<file path="config.mk">
export PLATFORM = sky130hd
export DESIGN_NAME = resv_monitor
export DESIGN_NICKNAME = d
export VERILOG_FILES = /design/src/rtl/resv_mon_pkg.sv /design/src/rtl/resv_match.sv /design/src/rtl/resv_victim.sv /design/src/rtl/resv_table.sv /design/src/rtl/resv_monitor.sv
export SDC_FILE = /design/constraint.sdc
export NUM_CORES = 1
export LEC_CHECK = 0
export ABC_AREA = 1
export BUFFER_PORTS_ARGS = -buffer_cell sky130_fd_sc_hd__buf_2
export CORE_MARGIN = 2
export CORE_UTILIZATION = 35
export CTS_CLUSTER_DIAMETER = 200
export DETAILED_ROUTE_END_ITERATION = 10
export PLACE_DENSITY = 0.54
export SKIP_CTS_REPAIR_TIMING = 1
export SLEW_MARGIN = 20
export SYNTH_ARGS = -nofsm -noshare
export SYNTH_HDL_FRONTEND = slang
export SYNTH_SLANG_ARGS = --single-unit
</file>
<file path="constraint.sdc">
create_clock -name clk -period 3.9 [get_ports clk]
set_clock_uncertainty 0.15 [all_clocks]
set_input_delay 0 -clock clk [delete_from_list [all_inputs] [get_ports clk]]
set_output_delay 0 -clock clk [all_outputs]
set_load 0.1 [all_outputs]
</file>
<file path="src/rtl/resv_mon_pkg.sv">
package resv_mon_pkg;

    typedef enum logic [1:0] {
        KIND_OTHER = 2'd0,
        KIND_LL    = 2'd1,
        KIND_STORE = 2'd2,
        KIND_SC    = 2'd3
    } req_kind_e;

    // Low address bits dropped to form a 16-byte granule tag
    localparam int GRANULE_BITS = 4;

    function automatic logic kind_is_store(req_kind_e k);
        return (k == KIND_STORE) || (k == KIND_SC);
    endfunction

endpackage

</file>
<file path="src/rtl/resv_match.sv">
module resv_match #(
    parameter int ENTRIES = 4,
    parameter int TAG_W   = 28,
    parameter int CTX_W   = 6
) (
    input  logic [ENTRIES-1:0]            ent_valid,
    input  logic [ENTRIES-1:0][TAG_W-1:0] ent_tag,
    input  logic [ENTRIES-1:0][CTX_W-1:0] ent_ctx,
    input  logic [TAG_W-1:0]              req_tag,
    input  logic [CTX_W-1:0]              req_ctx,
    output logic [ENTRIES-1:0]            tag_hit,
    output logic [ENTRIES-1:0]            own_hit,
    output logic [ENTRIES-1:0]            resv_hit
);

    for (genvar i = 0; i < ENTRIES; i++) begin : g_cmp
        logic same_tag;
        logic same_ctx;
        assign same_tag    = (ent_tag[i] == req_tag);
        assign same_ctx    = (ent_ctx[i] == req_ctx);
        assign tag_hit[i]  = ent_valid[i] && same_tag;
        assign own_hit[i]  = ent_valid[i] && same_ctx;
        assign resv_hit[i] = ent_valid[i] && same_tag && same_ctx;
    end

endmodule

</file>
<file path="src/rtl/resv_victim.sv">
module resv_victim #(
    parameter int ENTRIES = 4,
    localparam int IDX_W  = $clog2(ENTRIES)
) (
    input  logic [ENTRIES-1:0]            ent_valid,
    input  logic [ENTRIES-1:0]            own_hit,
    input  logic [ENTRIES-1:0][IDX_W-1:0] ent_age,
    output logic [IDX_W-1:0]              slot
);

    logic [IDX_W-1:0] own_idx, free_idx, old_idx, old_age;
    logic             own_found, free_found;

    always_comb begin
        own_idx    = '0;
        own_found  = 1'b0;
        free_idx   = '0;
        free_found = 1'b0;
        old_idx    = '0;
        old_age    = '0;
        for (int i = 0; i < ENTRIES; i++) begin
            if (own_hit[i] && !own_found) begin
                own_idx   = IDX_W'(i);
                own_found = 1'b1;
            end
            if (!ent_valid[i] && !free_found) begin
                free_idx   = IDX_W'(i);
                free_found = 1'b1;
            end
            if (ent_valid[i] && ent_age[i] >= old_age) begin
                old_idx = IDX_W'(i);
                old_age = ent_age[i];
            end
        end
        if (own_found)       slot = own_idx;
        else if (free_found) slot = free_idx;
        else                 slot = old_idx;
    end

endmodule

</file>
<file path="src/rtl/resv_table.sv">
module resv_table #(
    parameter int ENTRIES = 4,
    parameter int TAG_W   = 28,
    parameter int CTX_W   = 6,
    localparam int IDX_W  = $clog2(ENTRIES)
) (
    input  logic                          clk,
    input  logic                          rst,
    input  logic                          ins_en,
    input  logic [IDX_W-1:0]              ins_slot,
    input  logic [TAG_W-1:0]              ins_tag,
    input  logic [CTX_W-1:0]              ins_ctx,
    input  logic [ENTRIES-1:0]            kill,
    output logic [ENTRIES-1:0]            ent_valid,
    output logic [ENTRIES-1:0][TAG_W-1:0] ent_tag,
    output logic [ENTRIES-1:0][CTX_W-1:0] ent_ctx,
    output logic [ENTRIES-1:0][IDX_W-1:0] ent_age
);

    logic [ENTRIES-1:0]            survive;
    logic [ENTRIES-1:0][IDX_W-1:0] age_nxt;

    // Ages stay a dense ranking 0..n-1 of the live entries (0 = newest)
    always_comb begin
        for (int i = 0; i < ENTRIES; i++) begin
            survive[i] = ent_valid[i] && !kill[i] &&
                         !(ins_en && (ins_slot == IDX_W'(i)));
        end
        for (int i = 0; i < ENTRIES; i++) begin
            int younger;
            younger = ins_en ? 1 : 0;
            for (int j = 0; j < ENTRIES; j++) begin
                if (survive[j] && (ent_age[j] < ent_age[i])) younger++;
            end
            age_nxt[i] = survive[i] ? IDX_W'(younger) : '0;
        end
    end

    always_ff @(posedge clk) begin
        if (rst) begin
            ent_valid <= '0;
            ent_tag   <= '0;
            ent_ctx   <= '0;
            ent_age   <= '0;
        end else begin
            for (int i = 0; i < ENTRIES; i++) begin
                if (ins_en && (ins_slot == IDX_W'(i))) begin
                    ent_valid[i] <= 1'b1;
                    ent_tag[i]   <= ins_tag;
                    ent_ctx[i]   <= ins_ctx;
                    ent_age[i]   <= '0;
                end else begin
                    ent_valid[i] <= survive[i];
                    ent_age[i]   <= age_nxt[i];
                end
            end
        end
    end

endmodule

</file>
<file path="src/rtl/resv_monitor.sv">
module resv_monitor
    import resv_mon_pkg::*;
#(
    parameter int ADDR_W  = 32,
    parameter int CPU_W   = 4,
    parameter int THR_W   = 2,
    parameter int ENTRIES = 4
) (
    input  logic              clk,
    input  logic              rst,
    input  logic              req_valid,
    input  logic [1:0]        req_kind,
    input  logic [ADDR_W-1:0] req_addr,
    input  logic [CPU_W-1:0]  req_cpu,
    input  logic [THR_W-1:0]  req_thread,
    output logic              wr_en,
    output logic              sc_result
);

    localparam int TAG_W = ADDR_W - GRANULE_BITS;
    localparam int CTX_W = CPU_W + THR_W;
    localparam int IDX_W = $clog2(ENTRIES);

    req_kind_e                     kind;
    logic [TAG_W-1:0]              req_tag;
    logic [CTX_W-1:0]              req_ctx;
    logic [ENTRIES-1:0]            ent_valid;
    logic [ENTRIES-1:0][TAG_W-1:0] ent_tag;
    logic [ENTRIES-1:0][CTX_W-1:0] ent_ctx;
    logic [ENTRIES-1:0][IDX_W-1:0] ent_age;
    logic [ENTRIES-1:0]            tag_hit, own_hit, resv_hit;
    logic [ENTRIES-1:0]            kill;
    logic [IDX_W-1:0]              slot;
    logic                          ins_en, is_store, sc_ok;
    logic [ENTRIES-1:0]            resv_valid;

    assign kind     = req_kind_e'(req_kind);
    assign req_tag  = req_addr[ADDR_W-1:GRANULE_BITS];
    assign req_ctx  = {req_cpu, req_thread};
    assign is_store = req_valid && kind_is_store(kind);
    assign ins_en   = req_valid && (kind == KIND_LL);
    assign sc_ok    = req_valid && (kind == KIND_SC) && (|resv_hit);

    assign wr_en      = (req_valid && (kind == KIND_STORE)) || sc_ok;
    assign sc_result  = sc_ok;
    assign kill       = is_store ? tag_hit : '0;
    assign resv_valid = ent_valid;

    resv_match #(.ENTRIES(ENTRIES), .TAG_W(TAG_W), .CTX_W(CTX_W)) u_match (
        .ent_valid (ent_valid),
        .ent_tag   (ent_tag),
        .ent_ctx   (ent_ctx),
        .req_tag   (req_tag),
        .req_ctx   (req_ctx),
        .tag_hit   (tag_hit),
        .own_hit   (own_hit),
        .resv_hit  (resv_hit)
    );

    resv_victim #(.ENTRIES(ENTRIES)) u_victim (
        .ent_valid (ent_valid),
        .own_hit   (own_hit),
        .ent_age   (ent_age),
        .slot      (slot)
    );

    resv_table #(.ENTRIES(ENTRIES), .TAG_W(TAG_W), .CTX_W(CTX_W)) u_table (
        .clk       (clk),
        .rst       (rst),
        .ins_en    (ins_en),
        .ins_slot  (slot),
        .ins_tag   (req_tag),
        .ins_ctx   (req_ctx),
        .kill      (kill),
        .ent_valid (ent_valid),
        .ent_tag   (ent_tag),
        .ent_ctx   (ent_ctx),
        .ent_age   (ent_age)
    );

endmodule

</file>
==> impl_results.md, run 1 <==
* Status: complete, but fails checks
* Failing checks: setup timing
* Clk_lat worst skew at 0.43 ns
* Max frequency at 0.240 GHz
* Area grow syn2layout at 21.0%
* Cell variety after synth at 45
* IO Count at 45
* Die Area at 26900 sq um
* Comb power frac at 0.129
* Clock power share at 0.441
* CP startpoint kind: flip-flop
* Leak Pwr at 4.47 nW
* # H-tree levels at 4
* Worst path most repeated cell: nand2_2
* Clock root cell: clkbuf_16
* Max Cap Viol at 0
* Slowest CP cell: ha_1
* RSZ-0062 raised after global routing: yes
* CTS Buf Count at 17
* Row count at 58
* Finished Layout Cells at 1784
* Max incr delay on CP at 0.36 ns
* DR WL/cell at 19.1 um
* Fin nets at 1509
* Syn Nets at 1439
* Max clock buf depth at 2
* Net Sw Frac at 0.301
* Total Power at 3.61 mW
* Tightest Pin Transition at 0.843 ns
* Worst vdd ir at 172 uV
* Via count at 9165
* Seq/Total Area, Yosys at 0.330
* Cell Area, Synth at 8970 sq um
* Via density per instance at 5.14
* Internal power at 2.52 mW
* WP data arrival at 4.34 ns
* CTS Sinks at 148
* Pin count of the biggest net entering global routing at 70
* Global route overflow at 0
* CTS tree: done
* Initial drt markers at 823
* Synth Instances at 1370
* Final ANT Viol Nets at 0
* Setup ws final at -0.268 ns
* Yosys reg bits at 148
* Antenna violations before repair at 1
* Detailed-route DRC error count at 0
* Final HPWL DP at 24000 um
* Die Span X at 164 um
* Crit-path max FO at 5
* Routed Wire Length at 34100 um
* Routability Congestion at 0.968
* Vias in the first global route at 8063
* Initial cell density of the core at 0.356
* Final min period at 4.17 ns
* P per Cell Area at 333 nW/um^2
* Reg2reg setup slack at -0.27 ns
* Final Hold Fails at 0
* Port bufs at 40
* Core area at 25200 sq um
* Die height at 164 um
* Share of cells above drive strength 1 at 0.132
* CP endpoint kind: flip-flop
* First-pass DRT Iterations at 6
* FILL cells at 2606
* First-pass GRT wire length at 47500 um
* FF+latch area at 2970 sq um
* CP required at 4.07 ns
* Final Cell Area at 10900 sq um
* Net Switching at 1.09 mW
* Multi-input logic area at 4990 sq um
* Fin crit share at 1.07
* Min-Delay Path Class: primary input to flip-flop
* Max-slew violations at 0
* Clock transition at the registers of the reported paths at 0.07 ns
* Synth Warn # at 0
* GRT Overall Usage at 0.238
* Placed instance count at 1695
* Final setup fails at 64
* Avg Synthesized Cell Area at 6.55 sq um
* Slew headroom at 0.437
* Seq pwr share at 0.430
* DP Area at 9480 sq um
* Crit Path Category: flip-flop to flip-flop
* Worst hold slack at 0.146 ns
[worst max-delay path: cells and delay by family (launching register included)]
family,cells,cell delay [ns]
flops,1,0.35
compound gates,6,0.72
fa+ha+maj,4,1.07
buf+inv,4,0.46
simple gates,15,1.30
[final timing paths]
kind,start,end,cells after the start
setup / recovery,u_table.ent_valid[0],u_table.ent_age[0],29
hold / removal,req_kind[1],u_table.ent_ctx[21],5
setup reg to reg,u_table.ent_valid[0],u_table.ent_age[0],29
hold reg to reg,u_table.ent_ctx[15],u_table.ent_ctx[15],2
[flip-flops by register name, summed over array words and instances, names as in the netlist]
signal / count
u_table.ent_tag: 112
u_table.ent_ctx: 24
u_table.ent_age: 8
u_table.ent_valid: 4
[per-layer routing]
metal | up-vias | part of all wire | global-route usage
met1 | 4189 | 0.47 | 0.342
met4 | 0 | 0.028 | 0.0734
met3 | 59 | 0.072 | 0.0452
li1 | 4589 | - | -
met2 | 328 | 0.43 | 0.356
met5 | - | 0 | 0
[per-stage QoR]
step	TNS [ns]	worst slack, ns	utilization
detailed placement	-9.94	-0.272	0.377
global placement	-1.45	-0.169	0.377
CTS	-12.61	-0.304	0.398
floorplan	-0.00481	-0.00481	-
finish	-3.76	-0.268	0.431
global route	-37.36	-0.523	0.431
[kinds of logic after synthesis]
group,count (synthesis),synth area share
flip-flops,148,0.330
AO/OA/AOI/OAI,324,0.187
AND/OR/NAND/NOR,554,0.283
adder cells (fa/ha/maj),26,0.0363
buffers and inverters,282,0.129
XOR/XNOR,36,0.0352
[power groups by stage]
stage | logic (mW) | clock network (mW) | registers, mW
after floorplan | 0.267 | 0 | 1.58
after global placement | 0.397 | 0 | 1.58
after CTS | 0.399 | 1.61 | 1.55
after detailed placement | 0.397 | 0 | 1.58
after global routing | 0.507 | 1.68 | 1.55
final | 0.466 | 1.59 | 1.55
[placed cells by master (no fill, tap or decap), types with 5 or more instances in the layout]
cell type,count
a21oi_1,145
a21oi_2,7
buf_12,6
buf_2,40
buf_4,27
buf_6,8
clkbuf_16,23
dfxtp_1,145
dlygate4sd3_1,35
ha_1,24
inv_1,198
inv_2,9
inv_6,7
nand2_1,276
nand2_2,9
nand3_1,23
nand3_2,6
nand3b_1,7
nand4_1,47
nor2_1,121
nor2_2,6
nor3_1,13
nor3b_1,5
nor4_1,14
o2111ai_1,6
o21ai_0,107
o21ai_1,43
o21ai_2,8
or2_2,5
xnor2_1,20
xor2_1,16
[cells in the mapped netlist (all sizes together)]
library cell  number  share of area
nand2            288           0.12
inv              209          0.088
o21ai            158          0.088
a21oi            153          0.087
dfxtp            148           0.33
nor2             131          0.061
nand4             49          0.037
buf               44          0.029
nand3             33          0.025
clkbuf            28          0.012
ha                26          0.036
xnor2             20          0.020
xor2              16          0.016
nor4              14         0.0098
nor3              13         0.0073
nand3b             7         0.0059
o2111ai            6         0.0059
nor3b              5         0.0042
or2                5         0.0035
o22ai              4         0.0028
nor4b              3         0.0029
or4                3         0.0025
and2               2         0.0014
a221oi             1        0.00098
and3               1        0.00070
clkinv             1        0.00042
o21a               1        0.00084
o21bai             1        0.00084
[final cells by class]
cell class | instances | share of cell area
Timing Repair Buffer | 123 | 0.105
Sequential cell | 148 | 0.273
Clock buffer | 17 | 0.0392
Antenna cell | 1 | 0.000231
Inverter | 210 | 0.0734
Clock inverter | 15 | 0.0112
Tap cell | 330 | 0.0380
Multi-Input combinational cell | 940 | 0.459
(Power assumes the default switching activity.)
==> run 2, diff against run 1 <==
PLACE_DENSITY = 0.53   (was 0.54)
SYNTH_HIERARCHICAL = 1   (was unset)
clock period = 4.1 ns   (was 3.9 ns; I/O delays follow)
==> impl_results.md, run 2 <==
* Status: completed
* WP buf/inv at 3 (-1)
* Max incr delay on CP at 0.36 ns (about the same)
* CP endpoint kind: flip-flop
* Syn Nets at 1467 (+1.9%)
* Area grow syn2layout at 20.7%
* DR WL/cell at 13.5 um (-29%)
* Via density per instance at 4.54 (-12%)
* Final Hold Fails at 0 (unchanged)
* Clock transition at the registers of the reported paths at 0.06 ns (about the same)
* Ranking of synthesized cells by area: dfxtp_1 34%, nand2_1 14%, nor2_1 10%
* CP startpoint kind: flip-flop
* Port bufs at 40 (unchanged)
* Vias in the first global route at 7189 (-11%)
* CP required at 4.25 ns (+0.18 ns)
* Internal power at 2.55 mW (+1.2%)
* Die height at 161 um (-1.7%)
* Yosys reg bits at 148 (unchanged)
* First-pass DRT Iterations at 5 (-1)
* Cell variety after synth at 33 (-27%)
* Largest reg by FF count: u_table/ent_tag
* Max reg flops at 112 (unchanged)
* Pin count of the biggest net entering global routing at 57 (-19%)
* Routability Congestion at 0.847 (-12%)
* Synth Warn # at 6 (+6)
* Via count at 8210 (-10%)
* Die Area at 26000 sq um (-3.3%)
* Global route overflow at 0 (unchanged)
* Max clock buf depth at 2 (unchanged)
* Most frequent cell after synthesis: nand2_1
* Clock power share at 0.468 (+0.027)
* Slowest CP cell: dfxtp_4
* Crit Path Category: flip-flop to flip-flop
* Routed Wire Length at 24400 um (-28%)
* GRT Overall Usage at 0.188 (-0.0495)
* Seq/Total Area, Yosys at 0.342 (+0.0115)
* Worst path most repeated cell: nand2_1
* Final min period at 4.00 ns (-0.164 ns)
* CTS tree: done
* Fin nets at 1543 (+2.3%)
* Commonest cells post-synth: 321 x nand2_1, 237 x nor2_1, 225 x inv_1
* Max frequency at 0.250 GHz (+4.1%)
* Worst vdd ir at 198 uV (+16%)
* # diodes at 0 (-1)
* Final HPWL DP at 16800 um (-30%)
* Crit-path max FO at 5 (unchanged)
* Clk_lat worst skew at 0.43 ns (about the same)
* Fin crit share at 0.976 (-0.0921)
* Synth area leader: dfxtp_1
* Detailed-route DRC error count at 0 (unchanged)
* Leak Pwr at 4.43 nW (-1.0%)
* Row count at 57 (-1.7%)
* CTS Sinks at 148 (unchanged)
* First-pass GRT wire length at 38500 um (-19%)
* Net Sw Frac at 0.254 (-0.0475)
* Comb power frac at 0.101 (-0.028)
* P per Cell Area at 327 nW/um^2 (-1.6%)
* Most used DFF post-synth: dfxtp_1
* Seq pwr share at 0.431 (about the same)
* Biggest regs: u_table/ent_tag x112, u_table/ent_ctx x24, u_table/ent_age x8
* Antenna violations before repair at 0 (-1)
* Final setup fails at 0 (-100%)
* Max-slew violations at 0 (unchanged)
* # H-tree levels at 4 (unchanged)
* Core area at 24300 sq um (-3.4%)
* Min-Delay Path Class: primary input to flip-flop
* Crit path max-delay family: simple AND/OR/NAND/NOR gates
* Worst hold slack at 0.00673 ns (-0.139 ns)
* Commonest non-fill, non-tap cell in the layout: nand2_1
* Die Span X at 161 um (-1.7%)
* Share of the synthesized area in the top cell type at 0.342 (+0.0115)
* Slew headroom at 0.576 (+0.139)
* Net Switching at 869 uW (-20%)
* Synth Instances at 1398 (+2.0%)
* Total Power at 3.42 mW (-5.2%)
* WP data arrival at 4.16 ns (-0.18 ns)
* Avg Synthesized Cell Area at 6.20 sq um (-5.3%)
* CTS Buf Count at 17 (unchanged)
* Share of cells above drive strength 1 at 0.135 (+0.00312)
* Initial drt markers at 502 (-39%)
* RSZ-0062 raised after global routing: yes
* Tightest Pin Transition at 0.636 ns (-0.207 ns)
* Cell Area, Synth at 8660 sq um (-3.4%)
* Max Cap Viol at 0 (unchanged)
* IO Count at 45 (unchanged)
* Most frequent cells in the layout: 307 x nand2_1, 232 x nor2_1, 217 x inv_1
* Final ANT Viol Nets at 0 (unchanged)
* Initial cell density of the core at 0.356 (about the same)
* Number of flops mapped to enable cells by yosys at 0 (unchanged)
* Asr flop ratio synth at 0 (unchanged)
* Clock root cell: clkbuf_16
[run 2: cell types whose count changed after synthesis, moves of 13 or more]
| cell | delta |
|---|---|
| nand3_1 | -14 |
| nor3_1 | -13 |
| xnor2_1 | +13 |
| inv_2 | +27 |
| nand2_1 | +36 |
| nor2_1 | +112 |
| a21oi_1 | -74 |
| nand4_1 | -39 |
| nor4_1 | -13 |
| inv_1 | +25 |
| buf_2 | -22 |
[run 2: path summary, 6_finish.rpt]
path                                            from              endpoint  slack [ns]  cells after the start
worst min register to register  u_table/ent_tag[107]  u_table/ent_tag[107]        0.30                      2
worst min-delay path                       req_valid  u_table/ent_valid[0]       0.007                      6
worst max register to register  u_table/ent_valid[0]    u_table/ent_age[2]         0.1                     32
worst max-delay path            u_table/ent_valid[0]    u_table/ent_age[2]         0.1                     32
[run 2: worst reg2reg max path: cells and delay by family, from the launching register on]
kind	cells	cell delay [ns]
fa+ha+maj	4	0.99
buf+inv	3	0.25
compound gates	5	0.59
simple gates	20	1.58
flops	1	0.36
[run 2: logic make-up after synthesis]
group                    Yosys count  synth area share
buffers and inverters            316             0.141
flip-flops                       148             0.342
AND/OR/NAND/NOR                  603             0.278
AO/OA/AOI/OAI                    252             0.148
XOR/XNOR                          53            0.0536
adder cells (fa/ha/maj)           26            0.0375
[run 2: area by class of cell]
class | count | area (sq um)
fill | 2554 | 13900
clock inverter | 9 | 118
timing repair buffer | 104 | 798
inverter | 269 | 1010
multi-input combinational | 934 | 4670
clock buffer | 22 | 484
sequential | 148 | 2970
tap | 324 | 405
[run 2: per-layer routing]
metal	GRT usage	routed length, um	share of wire
met1	0.268	12000	0.49
met2	0.300	11100	0.45
met3	0.0272	1140	0.047
met4	0.0438	229	0.0094
met5	0	0	0
[run 2: power by group through the flow]
stage	registers, mW	clock network [mW]	logic (mW)
finish	1.48	1.60	0.345
global route	1.48	1.70	0.390
CTS	1.48	1.64	0.313
detailed placement	1.51	0	0.311
global placement	1.51	0	0.310
floorplan	1.50	0	0.189
[run 2: metrics by stage]
step / setup TNS (ns) / worst slack [ns] / area (sq um) / utilization / instances
floorplan: 0 / 0.00687 / 8660 / - / 1398
global placement: -0.00583 / -0.00583 / 9270 / 0.381 / 1740
detailed placement: -0.917 / -0.140 / 9270 / 0.381 / 1740
CTS: -1.38 / -0.168 / 9880 / 0.406 / 1771
global route: -3.94 / -0.155 / 10500 / 0.430 / 1810
finish: 0 / 0.0965 / 10500 / 0.430 / 1810
==> run 3, diff against run 2 <==
ABC_AREA = 0   (was 1)
SLEW_MARGIN = 10   (was 20)
==> impl_results.md, run 3 <==
* Status: complete, but fails checks
* Failing checks: setup timing
* IO Count at 45 (unchanged)
* Die Area at 23100 sq um (-11%)
* Asr flop ratio synth at 0 (unchanged)
* Die height at 152 um (-5.7%)
* Crit-path max FO at 4 (-1)
* RSZ-0062 raised after global routing: yes
* Port bufs at 40 (unchanged)
* First-pass DRT Iterations at 5 (unchanged)
* Cell count of the worst hold path at 4 (-2)
* Synth Instances at 977 (-30%)
* Clk_lat worst skew at 0.43 ns (about the same)
* Slew headroom at 0.293 (-0.283)
* Initial drt markers at 513 (+2.2%)
* Most frequent cell after synthesis: nand2_1
* # H-tree levels at 4 (unchanged)
* Core area at 21700 sq um (-11%)
* Worst vdd ir at 266 uV (+34%)
* Internal power at 2.54 mW (-0.34%)
* Max clock buf depth at 2 (unchanged)
* FF+latch area at 2970 sq um (about the same)
* Share of cells above drive strength 1 at 0.162 (+0.0267)
* Max Cap Viol at 0 (unchanged)
* Commonest cells post-synth: 290 x nand2_1, 148 x dfxtp_1, 146 x a21oi_1
* Net Sw Frac at 0.249 (-0.00528)
* Final HPWL DP at 14200 um (-16%)
* Most used DFF post-synth: dfxtp_1
* Via density per instance at 4.98 (+9.8%)
* Number of flops mapped to enable cells by yosys at 0 (unchanged)
* WHS Endpoint: u_table/ent_valid[2]
* Worst hold slack at 0.0122 ns (+0.00547 ns)
* Crit Reg-Reg Startpoint: u_table/ent_valid[0]
* Biggest regs: u_table/ent_tag x112, u_table/ent_ctx x24, u_table/ent_age x8
* Setup ws final at -0.720 ns (-0.816 ns)
* Min-Delay Path Class: primary input to flip-flop
* Final ANT Viol Nets at 0 (unchanged)
* CP endpoint kind: flip-flop
* Ranking of synthesized cells by area: dfxtp_1 39%, nand2_1 14%, xor2_1 14%
* Final min period at 4.82 ns (+0.816 ns)
* Clock transition at the registers of the reported paths at 0.06 ns (about the same)
* FILL cells at 2120 (-17%)
* Comb power frac at 0.081 (-0.020)
* Clock root cell: clkbuf_16
* Fin crit share at 1.18 (+0.199)
* Net Switching at 842 uW (-3.1%)
* First-pass GRT wire length at 34100 um (-11%)
* Routed Wire Length at 23100 um (-5.5%)
* Max reg flops at 112 (unchanged)
* Row count at 54 (-5.3%)
* CP required at 4.21 ns (-0.04 ns)
* Largest reg by FF count: u_table/ent_tag
* Syn Nets at 1046 (-29%)
* Synth Warn # at 6 (unchanged)
* Area grow syn2layout at 27.9%
* Global route overflow at 0 (unchanged)
* Hold path startpoint: req_kind[1]
* Multi-input logic area at 4640 sq um (-0.59%)
* Detailed-route DRC error count at 0 (unchanged)
* Final Hold Fails at 0 (unchanged)
* Seq/Total Area, Yosys at 0.386 (+0.0441)
* CTS Buf Count at 17 (unchanged)
* Die Span X at 152 um (-5.7%)
* Tightest Pin Transition at 1.06 ns (+0.425 ns)
* # diodes at 0 (unchanged)
* Synth area leader: dfxtp_1
* Cell variety after synth at 51 (+55%)
* Commonest non-fill, non-tap cell in the layout: nand2_1
* Reg2reg setup slack at -0.72 ns (-0.82 ns)
* Via count at 6807 (-17%)
* Pin count of the biggest net entering global routing at 94 (+65%)
* Worst r2r dst: u_table/ent_age[7]
* Avg Synthesized Cell Area at 7.86 sq um (+27%)
* Seq pwr share at 0.431 (about the same)
* Leak Pwr at 3.68 nW (-17%)
* Max-slew violations at 0 (unchanged)
* Yosys reg bits at 148 (unchanged)
* Max frequency at 0.207 GHz (-17%)
* Routability Congestion at 0.802 (-5.3%)
* GRT Overall Usage at 0.186 (-0.00202)
* Most frequent cells in the layout: 288 x nand2_1, 146 x dfxtp_1, 137 x a21oi_1
* Clock power share at 0.487 (+0.019)
* DR WL/cell at 16.9 um (+25%)
* Cell Area, Synth at 7670 sq um (-11%)
* R2R depth at 24 (-25%)
* Antenna violations before repair at 0 (unchanged)
* CP startpoint kind: flip-flop
* Final setup fails at 140 (+140)
* Total Power at 3.39 mW (-1.0%)
* Share of the synthesized area in the top cell type at 0.386 (+0.0441)
* P per Cell Area at 345 nW/um^2 (+5.4%)
* CTS Sinks at 148 (unchanged)
* Fin nets at 1143 (-26%)
* Initial cell density of the core at 0.354 (-0.00241)
* Vias in the first global route at 6132 (-15%)
* CTS tree: done
* Crit Path Category: flip-flop to flip-flop
* WP data arrival at 4.93 ns (+0.77 ns)
-- run 3: cell types whose count changed in the layout (fill, tap and decap cells not counted), moves of 10 or more --
cell     change
nor4_1      +27
nor3_1      +12
o21ai_0    -143
nor2_2      -11
inv_2       -39
nand2_1     -19
xnor2_1     -10
xor2_1      +99
nand2_2     -15
nor2_1     -218
a21oi_1     +60
o21ai_1     -16
inv_1      -191
buf_4       +10
-- run 3: worst max-delay path by stage --
stage / startpoint / endpoint / cells past startpoint
after detailed placement: u_table/ent_valid[0] / u_table/ent_age[1] / 23
after global routing: u_table/ent_valid[0] / u_table/ent_age[7] / 24
after CTS: u_table/ent_valid[0] / u_table/ent_age[1] / 23
after floorplan: u_table/ent_valid[0] / u_table/ent_age[1] / 24
after global placement: u_table/ent_valid[0] / u_table/ent_age[1] / 23
final: u_table/ent_valid[0] / u_table/ent_age[7] / 24
-- run 3: layout make-up --
type / instances / share of cell area
Clock buffer: 20 / 0.0455
Clock inverter: 12 / 0.0172
Inverter: 29 / 0.0111
Multi-Input combinational cell: 751 / 0.473
Sequential cell: 148 / 0.302
Tap cell: 280 / 0.0357
Timing Repair Buffer: 127 / 0.115
-- run 3: layer usage --
layer,global-route usage,wire length (um),part of all wire
met3,0.0385,927,0.040
met5,0,0,0
met2,0.295,10800,0.47
met4,0.0396,276,0.012
met1,0.262,11100,0.48
-- run 3: critical path, cell delays in order (launching register included) --
cell and delay, ns:
dfxtp_4 0.34, and2_4 0.15, ha_4 0.26, nor2b_4 0.04, o21ai_4 0.18, mux2_4 0.34
ha_4 0.21, nand2b_4 0.14, a21oi_4 0.15, nor2_4 0.06, mux2_4 0.31, ha_4 0.26
nand2b_4 0.11, a21oi_4 0.06, a41oi_2 0.14, o31a_1 0.23, buf_4 0.15, nor3_4 0.04
buf_4 0.16, or3_4 0.35, ha_4 0.30, inv_1 0.06, o21a_1 0.20, nor3_2 0.20
a2111oi_2 0.05
-- run 3: power groups by stage --
stage,clock network (mW),logic [mW],registers [mW]
2_1_floorplan,0,0.129,1.49
3_3_place_gp,0,0.239,1.49
3_5_place_dp,0,0.239,1.49
4_1_cts,1.68,0.240,1.46
5_1_grt,1.75,0.299,1.46
6_report,1.65,0.276,1.46
-- run 3: logic make-up (layout without fill, tap and decap cells) --
family / count (synthesis) / in the layout / synth area share
AOI/OAI and AO/OA: 171 / 171 / 0.122
xor gates and xnor gates: 145 / 145 / 0.166
adders and majority gates: 26 / 26 / 0.0424
buffers and inverters: 78 / 188 / 0.0401
DFF: 148 / 148 / 0.386
muxes: 4 / 4 / 0.00603
and+or+nand+nor: 405 / 405 / 0.237
-- run 3: metrics by stage --
stage	setup TNS (ns)	setup slack [ns]	cell area, sq um	utilization	std cells
2_1_floorplan	-7.52	-0.670	7830	-	977
3_3_place_gp	-43.17	-0.684	8430	0.389	1284
3_5_place_dp	-55.43	-0.791	8430	0.389	1284
4_1_cts	-58.78	-0.820	9040	0.417	1316
5_1_grt	-50.49	-0.898	9810	0.453	1367
6_report	-26.70	-0.720	9810	0.453	1367
